**src/rtl/babble_pkg.sv**
```systemverilog
package babble_pkg;
    localparam int DEF_MPS_W  = 11;
    localparam int DEF_PTR_W  = 6;
    localparam int DEF_XFER_W = 19;

    typedef enum logic [1:0] {
        HALT_NONE   = 2'd0,
        HALT_BABBLE = 2'd1
    } halt_e;

    // per-beat decisions taken by the top from counter and frame state
    typedef struct packed {
        logic beat;
        logic write;
        logic good_eop;
        logic pkt_babble;
        logic port_babble;
    } rx_evt_t;

    function automatic logic sat_above(input logic [15:0] cnt, input logic [15:0] lim);
        return cnt > lim;
    endfunction
endpackage

```
**src/rtl/babble_byte_counter.sv**
```systemverilog
module babble_byte_counter #(
    parameter int MPS_W = babble_pkg::DEF_MPS_W,
    localparam int CNT_W = MPS_W + 1
) (
    input  logic             clk,
    input  logic             rst,
    input  logic             clr,
    input  logic             beat,
    input  logic             sop,
    input  logic             end_pkt,
    input  logic [MPS_W-1:0] max_pkt,
    output logic [CNT_W-1:0] cnt_q,
    output logic [CNT_W-1:0] cnt_nxt,
    output logic             over_nxt
);
    logic [CNT_W-1:0] base;
    logic [CNT_W-1:0] lim;

    assign lim  = {1'b0, max_pkt};
    assign base = sop ? '0 : cnt_q;
    // saturate one above the limit so the overflow state stays put
    assign cnt_nxt  = (base > lim) ? base : base + 1'b1;
    assign over_nxt = cnt_nxt > lim;

    always_ff @(posedge clk) begin
        if (rst || clr) begin
            cnt_q <= '0;
        end else if (beat) begin
            cnt_q <= end_pkt ? '0 : cnt_nxt;
        end
    end

    // an overflowed packet stays overflowed until it ends
    assert_over_sticks_R4: assert property (@(posedge clk) disable iff (rst)
        (beat && !sop && !end_pkt && !clr && over_nxt) |=> (cnt_q > {1'b0, $past(max_pkt)}));
endmodule

```
**src/rtl/rx_fifo_ptrs.sv**
```systemverilog
module rx_fifo_ptrs #(
    parameter int PTR_W = babble_pkg::DEF_PTR_W
) (
    input  logic             clk,
    input  logic             rst,
    input  logic             write,
    input  logic             commit,
    input  logic             rewind,
    output logic [PTR_W-1:0] wr_ptr,
    output logic [PTR_W-1:0] commit_ptr
);
    logic [PTR_W-1:0] wr_inc;
    assign wr_inc = wr_ptr + 1'b1;

    always_ff @(posedge clk) begin
        if (rst) begin
            wr_ptr     <= '0;
            commit_ptr <= '0;
        end else if (rewind) begin
            wr_ptr <= commit_ptr;
        end else begin
            if (write) wr_ptr <= wr_inc;
            if (commit) commit_ptr <= write ? wr_inc : wr_ptr;
        end
    end

    // a rewind leaves the write pointer on the committed position
    assert_rewind_home_R5: assert property (@(posedge clk) disable iff (rst)
        rewind |=> (wr_ptr == commit_ptr));
    // the committed pointer moves only on commit
    assert_commit_only_R6: assert property (@(posedge clk) disable iff (rst)
        !commit |=> $stable(commit_ptr));
endmodule

```
**src/rtl/babble_status.sv**
```systemverilog
module babble_status
    import babble_pkg::*;
#(
    parameter int XFER_W = DEF_XFER_W,
    parameter int CNT_W  = DEF_MPS_W + 1
) (
    input  logic              clk,
    input  logic              rst,
    input  logic              ch_enable,
    input  logic [XFER_W-1:0] cfg_xfer,
    input  logic              int_clr,
    input  rx_evt_t           evt,
    input  logic [CNT_W-1:0]  pkt_len,
    output logic              active,
    output halt_e             reason,
    output logic              intr,
    output logic              port_flag,
    output logic [XFER_W-1:0] remaining
);
    logic              any_babble;
    logic [XFER_W-1:0] len_ext;

    assign any_babble = evt.pkt_babble | evt.port_babble;
    assign len_ext    = XFER_W'(pkt_len);

    always_ff @(posedge clk) begin
        if (rst) begin
            active    <= 1'b0;
            reason    <= HALT_NONE;
            intr      <= 1'b0;
            port_flag <= 1'b0;
            remaining <= '0;
        end else begin
            if (ch_enable) begin
                active    <= 1'b1;
                reason    <= HALT_NONE;
                remaining <= cfg_xfer;
            end else begin
                if (any_babble) begin
                    active <= 1'b0;
                    reason <= HALT_BABBLE;
                end
                if (evt.good_eop) begin
                    remaining <= (remaining > len_ext) ? remaining - len_ext : '0;
                end
            end
            // sticky bits: set beats clear
            if (any_babble) intr <= 1'b1;
            else if (int_clr) intr <= 1'b0;
            if (evt.port_babble) port_flag <= 1'b1;
            else if (int_clr) port_flag <= 1'b0;
        end
    end

    assert_halt_on_babble_R5: assert property (@(posedge clk) disable iff (rst)
        (any_babble && !ch_enable) |=> (!active && reason == HALT_BABBLE && intr));
    assert_port_flag_R7: assert property (@(posedge clk) disable iff (rst)
        evt.port_babble |=> port_flag);
    assert_remaining_hold_R6: assert property (@(posedge clk) disable iff (rst)
        (!evt.good_eop && !ch_enable) |=> $stable(remaining));
    assert_reason_hold_R8: assert property (@(posedge clk) disable iff (rst)
        (!ch_enable && reason == HALT_BABBLE) |=> (reason == HALT_BABBLE));
endmodule

```
**src/rtl/usb_rx_babble_guard.sv**
```systemverilog
module usb_rx_babble_guard
    import babble_pkg::*;
#(
    parameter int MPS_W  = DEF_MPS_W,
    parameter int PTR_W  = DEF_PTR_W,
    parameter int XFER_W = DEF_XFER_W,
    localparam int CNT_W = MPS_W + 1
) (
    input  logic              clk,
    input  logic              rst,
    input  logic              ch_enable,
    input  logic [MPS_W-1:0]  cfg_max_pkt,
    input  logic [XFER_W-1:0] cfg_xfer_size,
    input  logic              rx_valid,
    input  logic              rx_sop,
    input  logic              rx_eop,
    input  logic [7:0]        rx_data,
    input  logic              frame_late,
    input  logic              int_clr,
    output logic              fifo_wr_en,
    output logic [PTR_W-1:0]  fifo_wr_addr,
    output logic [7:0]        fifo_wr_data,
    output logic              fifo_commit,
    output logic              fifo_rewind,
    output logic [PTR_W-1:0]  fifo_commit_ptr,
    output logic              chan_active,
    output logic [1:0]        halt_reason,
    output logic              intr_babble,
    output logic              stat_port_babble,
    output logic [XFER_W-1:0] xfer_remaining
);
    rx_evt_t          evt;
    logic [CNT_W-1:0] cnt_q;
    logic [CNT_W-1:0] cnt_nxt;
    logic             over_nxt;
    halt_e            reason;

    always_comb begin
        evt.beat        = rx_valid & chan_active;
        evt.port_babble = evt.beat & frame_late;
        evt.write       = evt.beat & ~frame_late & ~over_nxt;
        evt.good_eop    = evt.write & rx_eop;
        evt.pkt_babble  = evt.beat & ~frame_late & over_nxt & rx_eop;
    end

    babble_byte_counter #(.MPS_W(MPS_W)) u_cnt (
        .clk     (clk),
        .rst     (rst),
        .clr     (ch_enable),
        .beat    (evt.beat),
        .sop     (rx_sop),
        .end_pkt (rx_eop | frame_late),
        .max_pkt (cfg_max_pkt),
        .cnt_q   (cnt_q),
        .cnt_nxt (cnt_nxt),
        .over_nxt(over_nxt)
    );

    rx_fifo_ptrs #(.PTR_W(PTR_W)) u_ptr (
        .clk       (clk),
        .rst       (rst),
        .write     (evt.write),
        .commit    (evt.good_eop),
        .rewind    (fifo_rewind),
        .wr_ptr    (fifo_wr_addr),
        .commit_ptr(fifo_commit_ptr)
    );

    babble_status #(.XFER_W(XFER_W), .CNT_W(CNT_W)) u_stat (
        .clk      (clk),
        .rst      (rst),
        .ch_enable(ch_enable),
        .cfg_xfer (cfg_xfer_size),
        .int_clr  (int_clr),
        .evt      (evt),
        .pkt_len  (cnt_nxt),
        .active   (chan_active),
        .reason   (reason),
        .intr     (intr_babble),
        .port_flag(stat_port_babble),
        .remaining(xfer_remaining)
    );

    assign halt_reason  = reason;
    assign fifo_wr_en   = evt.write;
    assign fifo_wr_data = rx_data;
    assign fifo_commit  = evt.good_eop;
    assign fifo_rewind  = evt.pkt_babble | evt.port_babble;

    // a packet already past the limit writes nothing more
    assert_drop_after_over_R4: assert property (@(posedge clk) disable iff (rst)
        (rx_valid && !rx_sop && cnt_q > {1'b0, cfg_max_pkt}) |-> !fifo_wr_en);
    // a late-window beat is never written
    assert_late_no_write_R7: assert property (@(posedge clk) disable iff (rst)
        frame_late |-> !fifo_wr_en);
endmodule

```
**config.mk**
```make
export PLATFORM = sky130hd
export DESIGN_NAME = usb_rx_babble_guard
export DESIGN_NICKNAME = d
export VERILOG_FILES = /design/src/rtl/babble_pkg.sv /design/src/rtl/babble_byte_counter.sv /design/src/rtl/rx_fifo_ptrs.sv /design/src/rtl/babble_status.sv /design/src/rtl/usb_rx_babble_guard.sv
export SDC_FILE = /design/constraint.sdc
export NUM_CORES = 1
export LEC_CHECK = 0
export BUFFER_PORTS_ARGS = -buffer_cell sky130_fd_sc_hd__buf_4
export CORE_MARGIN = 5
export CORE_UTILIZATION = 39
export DETAILED_ROUTE_END_ITERATION = 7
export PLACE_DENSITY_LB_ADDON = 0.05
export SLEW_MARGIN = 5
export SYNTH_ARGS = -nofsm -noshare
export SYNTH_HDL_FRONTEND = slang
export SYNTH_HIERARCHICAL = 1
export SYNTH_SLANG_ARGS = --single-unit
export TNS_END_PERCENT = 100
```
**constraint.sdc**
```tcl
create_clock -name clk -period 8.55 [get_ports clk]
set_clock_uncertainty 0.05 [all_clocks]
set_input_delay 1.2825 -clock clk [delete_from_list [all_inputs] [get_ports clk]]
set_output_delay 1.2825 -clock clk [all_outputs]
set_load 0.01 [all_outputs]
```
# Word-level counts from Yosys, hierarchy flattened
# Index checks and enable logic that the tools add are counted.
# word_totals
register_bits	47
in_bits	46
output_inout_bits	47
wordCells	46
# op_classes
n_addsub	3
n_lt_le_gt_ge	3
n_mux	13
bitwise	12
reduce_logical	7
# ops
cell	n
19-bit two-way mux	3
12-bit two-way mux	3
12-bit by 11-bit > comparator with 1-bit output	2
19-bit by 12-bit > comparator with 1-bit output	1
19-bit by 12-bit subtractor with 19-bit output	1
12-bit by 1-bit adder with 12-bit output (second input constant)	1
6-bit two-way mux	2
2-bit nonzero test	4
1-bit AND	7
6-bit by 1-bit adder with 6-bit output (second input constant)	1
1-bit two-way mux	5
1-bit NOT	3
1-bit OR	2
2-bit AND reduction	1
2-bit OR reduction	1
1-bit logical OR	1

# Longest topological paths before layout
# depth
ltp_word	9
depth_mapped	26
depth_no_buf	23

# Hierarchy
# The synthesis kept the hierarchy.
# modules_own_cells
mod	n_inst	cells_each	area_per_inst_um2	seq_area_each_um2
babble_status	1	261	2010.7	460.4
babble_byte_counter	1	190	1465.2	240.2
rx_fifo_ptrs	1	55	511.7	240.2
usb_rx_babble_guard	1	18	121.4	0.0

# Worst setup path after synthesis
# No wires, ideal clock.
# synth_path
kind	input -> output
from	input rx_sop
to	output fifo_commit
t_arrival_ns	4.767
slack_ns	2.451
cell_stages	16
path_buffers	2
cell_sequence	clkbuf_1 nor2b_1 clkbuf_1 ha_1 nand3_1 nor4_4 a31oi_1 or3_1 xnor2_1 ha_1 a21o_1 a211oi_1 nand2b_1 nor3_1 o21ai_0 nor4b_2
# synth_via
elab_chain_len	7
# synth_rtl
item	line_no	text
from (decl)	usb_rx_babble_guard.sv:15	input logic rx_sop,
12-bit two-way mux *	babble_byte_counter.sv:20	assign base = sop ? '0 : cnt_q;
12-bit by 1-bit adder with 12-bit output or 12-bit by 11-bit > comparator with 1-bit output (tied branches)	babble_byte_counter.sv:22	assign cnt_nxt = (base > lim) ? base : base + 1'b1;
12-bit two-way mux *	babble_byte_counter.sv:22	
net cnt_nxt[8]	usb_rx_babble_guard.sv:34	logic [CNT_W-1:0] cnt_nxt;
12-bit by 11-bit > comparator with 1-bit output *	babble_byte_counter.sv:23	assign over_nxt = cnt_nxt > lim;
net over_nxt	usb_rx_babble_guard.sv:35	logic over_nxt;
1-bit NOT *	usb_rx_babble_guard.sv:41	evt.write = evt.beat & ~frame_late & ~over_nxt;
1-bit AND *	usb_rx_babble_guard.sv:41	
1-bit AND *	usb_rx_babble_guard.sv:42	evt.good_eop = evt.write & rx_eop;
to (decl)	usb_rx_babble_guard.sv:23	output logic fifo_commit,
# Mark *: on every way through the listed nets, which the timed path passes. The rest lies on a longest branch.

# Final worst setup path
# Same ends and word-level chain as after synthesis.

==> reports/results.ini <==
[final_layout]
drive_above_1_share=0.190
fin_nets=661
diodes=0
mostFrequentLayoutCells=77 x buf_4, 47 x dfxtp_1, 42 x a21oi_1
register_area_um2=941
area_delta_synth_final_pct=17.3
post-route-util=0.467
fillers=1017
final_common_cell=buf_4
multiInputGateArea_um2=2880

[status]
status=finished, final reports clean

[critical_path]
reg2reg_depth=20
crit_path_start_kind=primary input
end_kind=output pin
path_max_fanout=22
critPathKind=primary input to output pin
worstPathRequired_ps=7220
arrival_ps=6090

[pwr]
powerDensity_nw_per_um2=128
power_leakage_nw=2.07
power_mw=0.618
vdd_drop_max_uv=83.6

[routing]
drc=0
firstDrtPassIters=5
finalWirelength_mm=11.9
vias=4069
drtAntennaViolNets=0
drt-initial-drc-count=330
wire_per_inst_um=16.7
routed_via_density=5.69

[timing]
setup_viol=0
slew_headroom=0.262
fmax_mhz=135
final_max_slew_viol_count=0
hold_viol=0
rsz0062_at_grt=no
worst_pin_slew_ps=1100
timing.setup.tns_ps=0
min_period_over_period=0.868
fin_crit_ps=7420

[synthesis]
synthAdderAreaFrac=0.114
netlist.top_cell.by_area=dfxtp_1
synth_top_family_by_area=simple AND/OR/NAND/NOR gates
synthCells=524
synth_flop_cell=dfxtp_1
synth-edff-count=0
synth_area_um2=4110
synthArstFlopShare=0
ys_ff_latch=47
synth_top_area_share=0.229
synthMuxAreaShare=0.0158
syn_nets=607
ys_types=76
seq_area_frac_synth=0.229
synth-xor-area-share=0.0384
yosysWarningCount=6
synth_compound_area_frac=0.250
synth-simple-area-share=0.277
syn_avg_cell_area_um2=7.84
ys_top_cells_by_area=dfxtp_1 23%, ha_1 11%, a21oi_1 5.1%

[floorplanning]
die_x_um=113
coreArea_um2=10300
rows=37
die_area_um2=12700
ios=93
start_util=0.398
die_y_um=113

[global_route]
grt_pass1_wl_mm=19.5
grt_use_total=0.185
grt_overflow_total=0
antenna_found_initial=0
grt_max_degree=48
first_global_vias=3926

[clock_tree]
postCtsSetupBuffers=0
cts.repair.resized=0
root_buffer=clkbuf_8
cts_buffers=5
clkSinkCount=47
clkLatencyLatePin_ps=330
ctsHoldBuffers=0
cts_tree=done
cts.clk_slew.worst_paths_ps=100
cts_max_path_buffers=2
htree_levels=2

[min_path]
hold_path_class=flop to flop
hold_depth=2

[run]
maxCapViolCount=0

[place]
routabilityCongestion=0.882
port_buffers=75
hpwl_mm=9.12

cells in the mapped netlist, types with 12 or more instances:
cell type / instances
nor3b_1: 16
nor2_1: 40
inv_1: 37
clkbuf_1: 12
o21ai_0: 18
nand2_1: 33
a211oi_1: 14
nor2b_1: 15
ha_1: 36
nand4_1: 12
a21oi_1: 42
nand2b_1: 15
dfxtp_1: 47
nor3_1: 17
layout make-up:
type / instances / area share
Tap cell: 136 / 0.0353
Inverter: 37 / 0.0288
Clock buffer: 5 / 0.0143
Timing Repair Buffer: 77 / 0.120
Multi-Input combinational cell: 410 / 0.597
Sequential cell: 47 / 0.195
Clock inverter: 3 / 0.00986
path summary, 6_finish.rpt:
| check | from | endpoint | slack (ps) |
|---|---|---|---|
| min reg2reg | u_stat/intr | u_stat/intr | 440 |
| min | u_stat/intr | u_stat/intr | 440 |
| max | rx_sop | fifo_commit | 1130 |
| max reg2reg | u_cnt/cnt_q[7] | u_stat/remaining[10] | 2390 |
through the flow:
step	area, um^2	worst slack, ps	cells	hold slack, ps
final	4820	1130	715	435
after global routing	4820	655	715	455
after CTS	4820	1100	715	439
after detailed placement	4700	1150	707	420
after global placement	4700	1310	707	405
after floorplan	4110	2450	524	387
cell families after synthesis:
group / count (synthesis)
multiplexers: 6
buffers and inverters: 67
other: 1
adder cells (fa/ha/maj): 37
AND/OR/NAND/NOR: 199
AO/OA/AOI/OAI: 149
flip-flops: 47
XOR/XNOR: 18
routing by layer:
layer / global-route usage / wire length, um
met1: 0.260 / 5630
met2: 0.280 / 5180
met3: 0.0415 / 894
met4: 0.0641 / 232
met5: 0 / 0
sequential cells by signal, indices dropped and copies added, names as in the netlist:
| signal | flops |
|---|---|
| u_ptr/commit_ptr | 6 |
| u_stat/reason | 1 |
| u_stat/intr | 1 |
| u_cnt/cnt_q | 12 |
| u_stat/port_flag | 1 |
| u_stat/remaining | 19 |
| u_stat/active | 1 |
| u_ptr/wr_ptr | 6 |
critical path, cell delays in order:
cell and delay [ps]:
buf_4 190, nand2b_1 250, inv_1 90, ha_1 300, nand4_1 150, a2111o_1 370
a31oi_1 900, or3_1 270, xnor2_1 150, ha_1 280, a21o_1 180, a211oi_1 290
nand2b_1 120, nor3_1 180, o21ai_0 260, nor4b_4 330, buf_4 300, buf_4 180
where the power goes:
group          leakage [nW]  switching, mW  total, mW  internal, mW
Clock                0.0587         0.0915      0.180        0.0889
Sequential            0.383         0.0116      0.240         0.229
Combinational          1.63          0.104      0.197        0.0935
Total                  2.07          0.207      0.618         0.411
(Power assumes the default switching activity.)
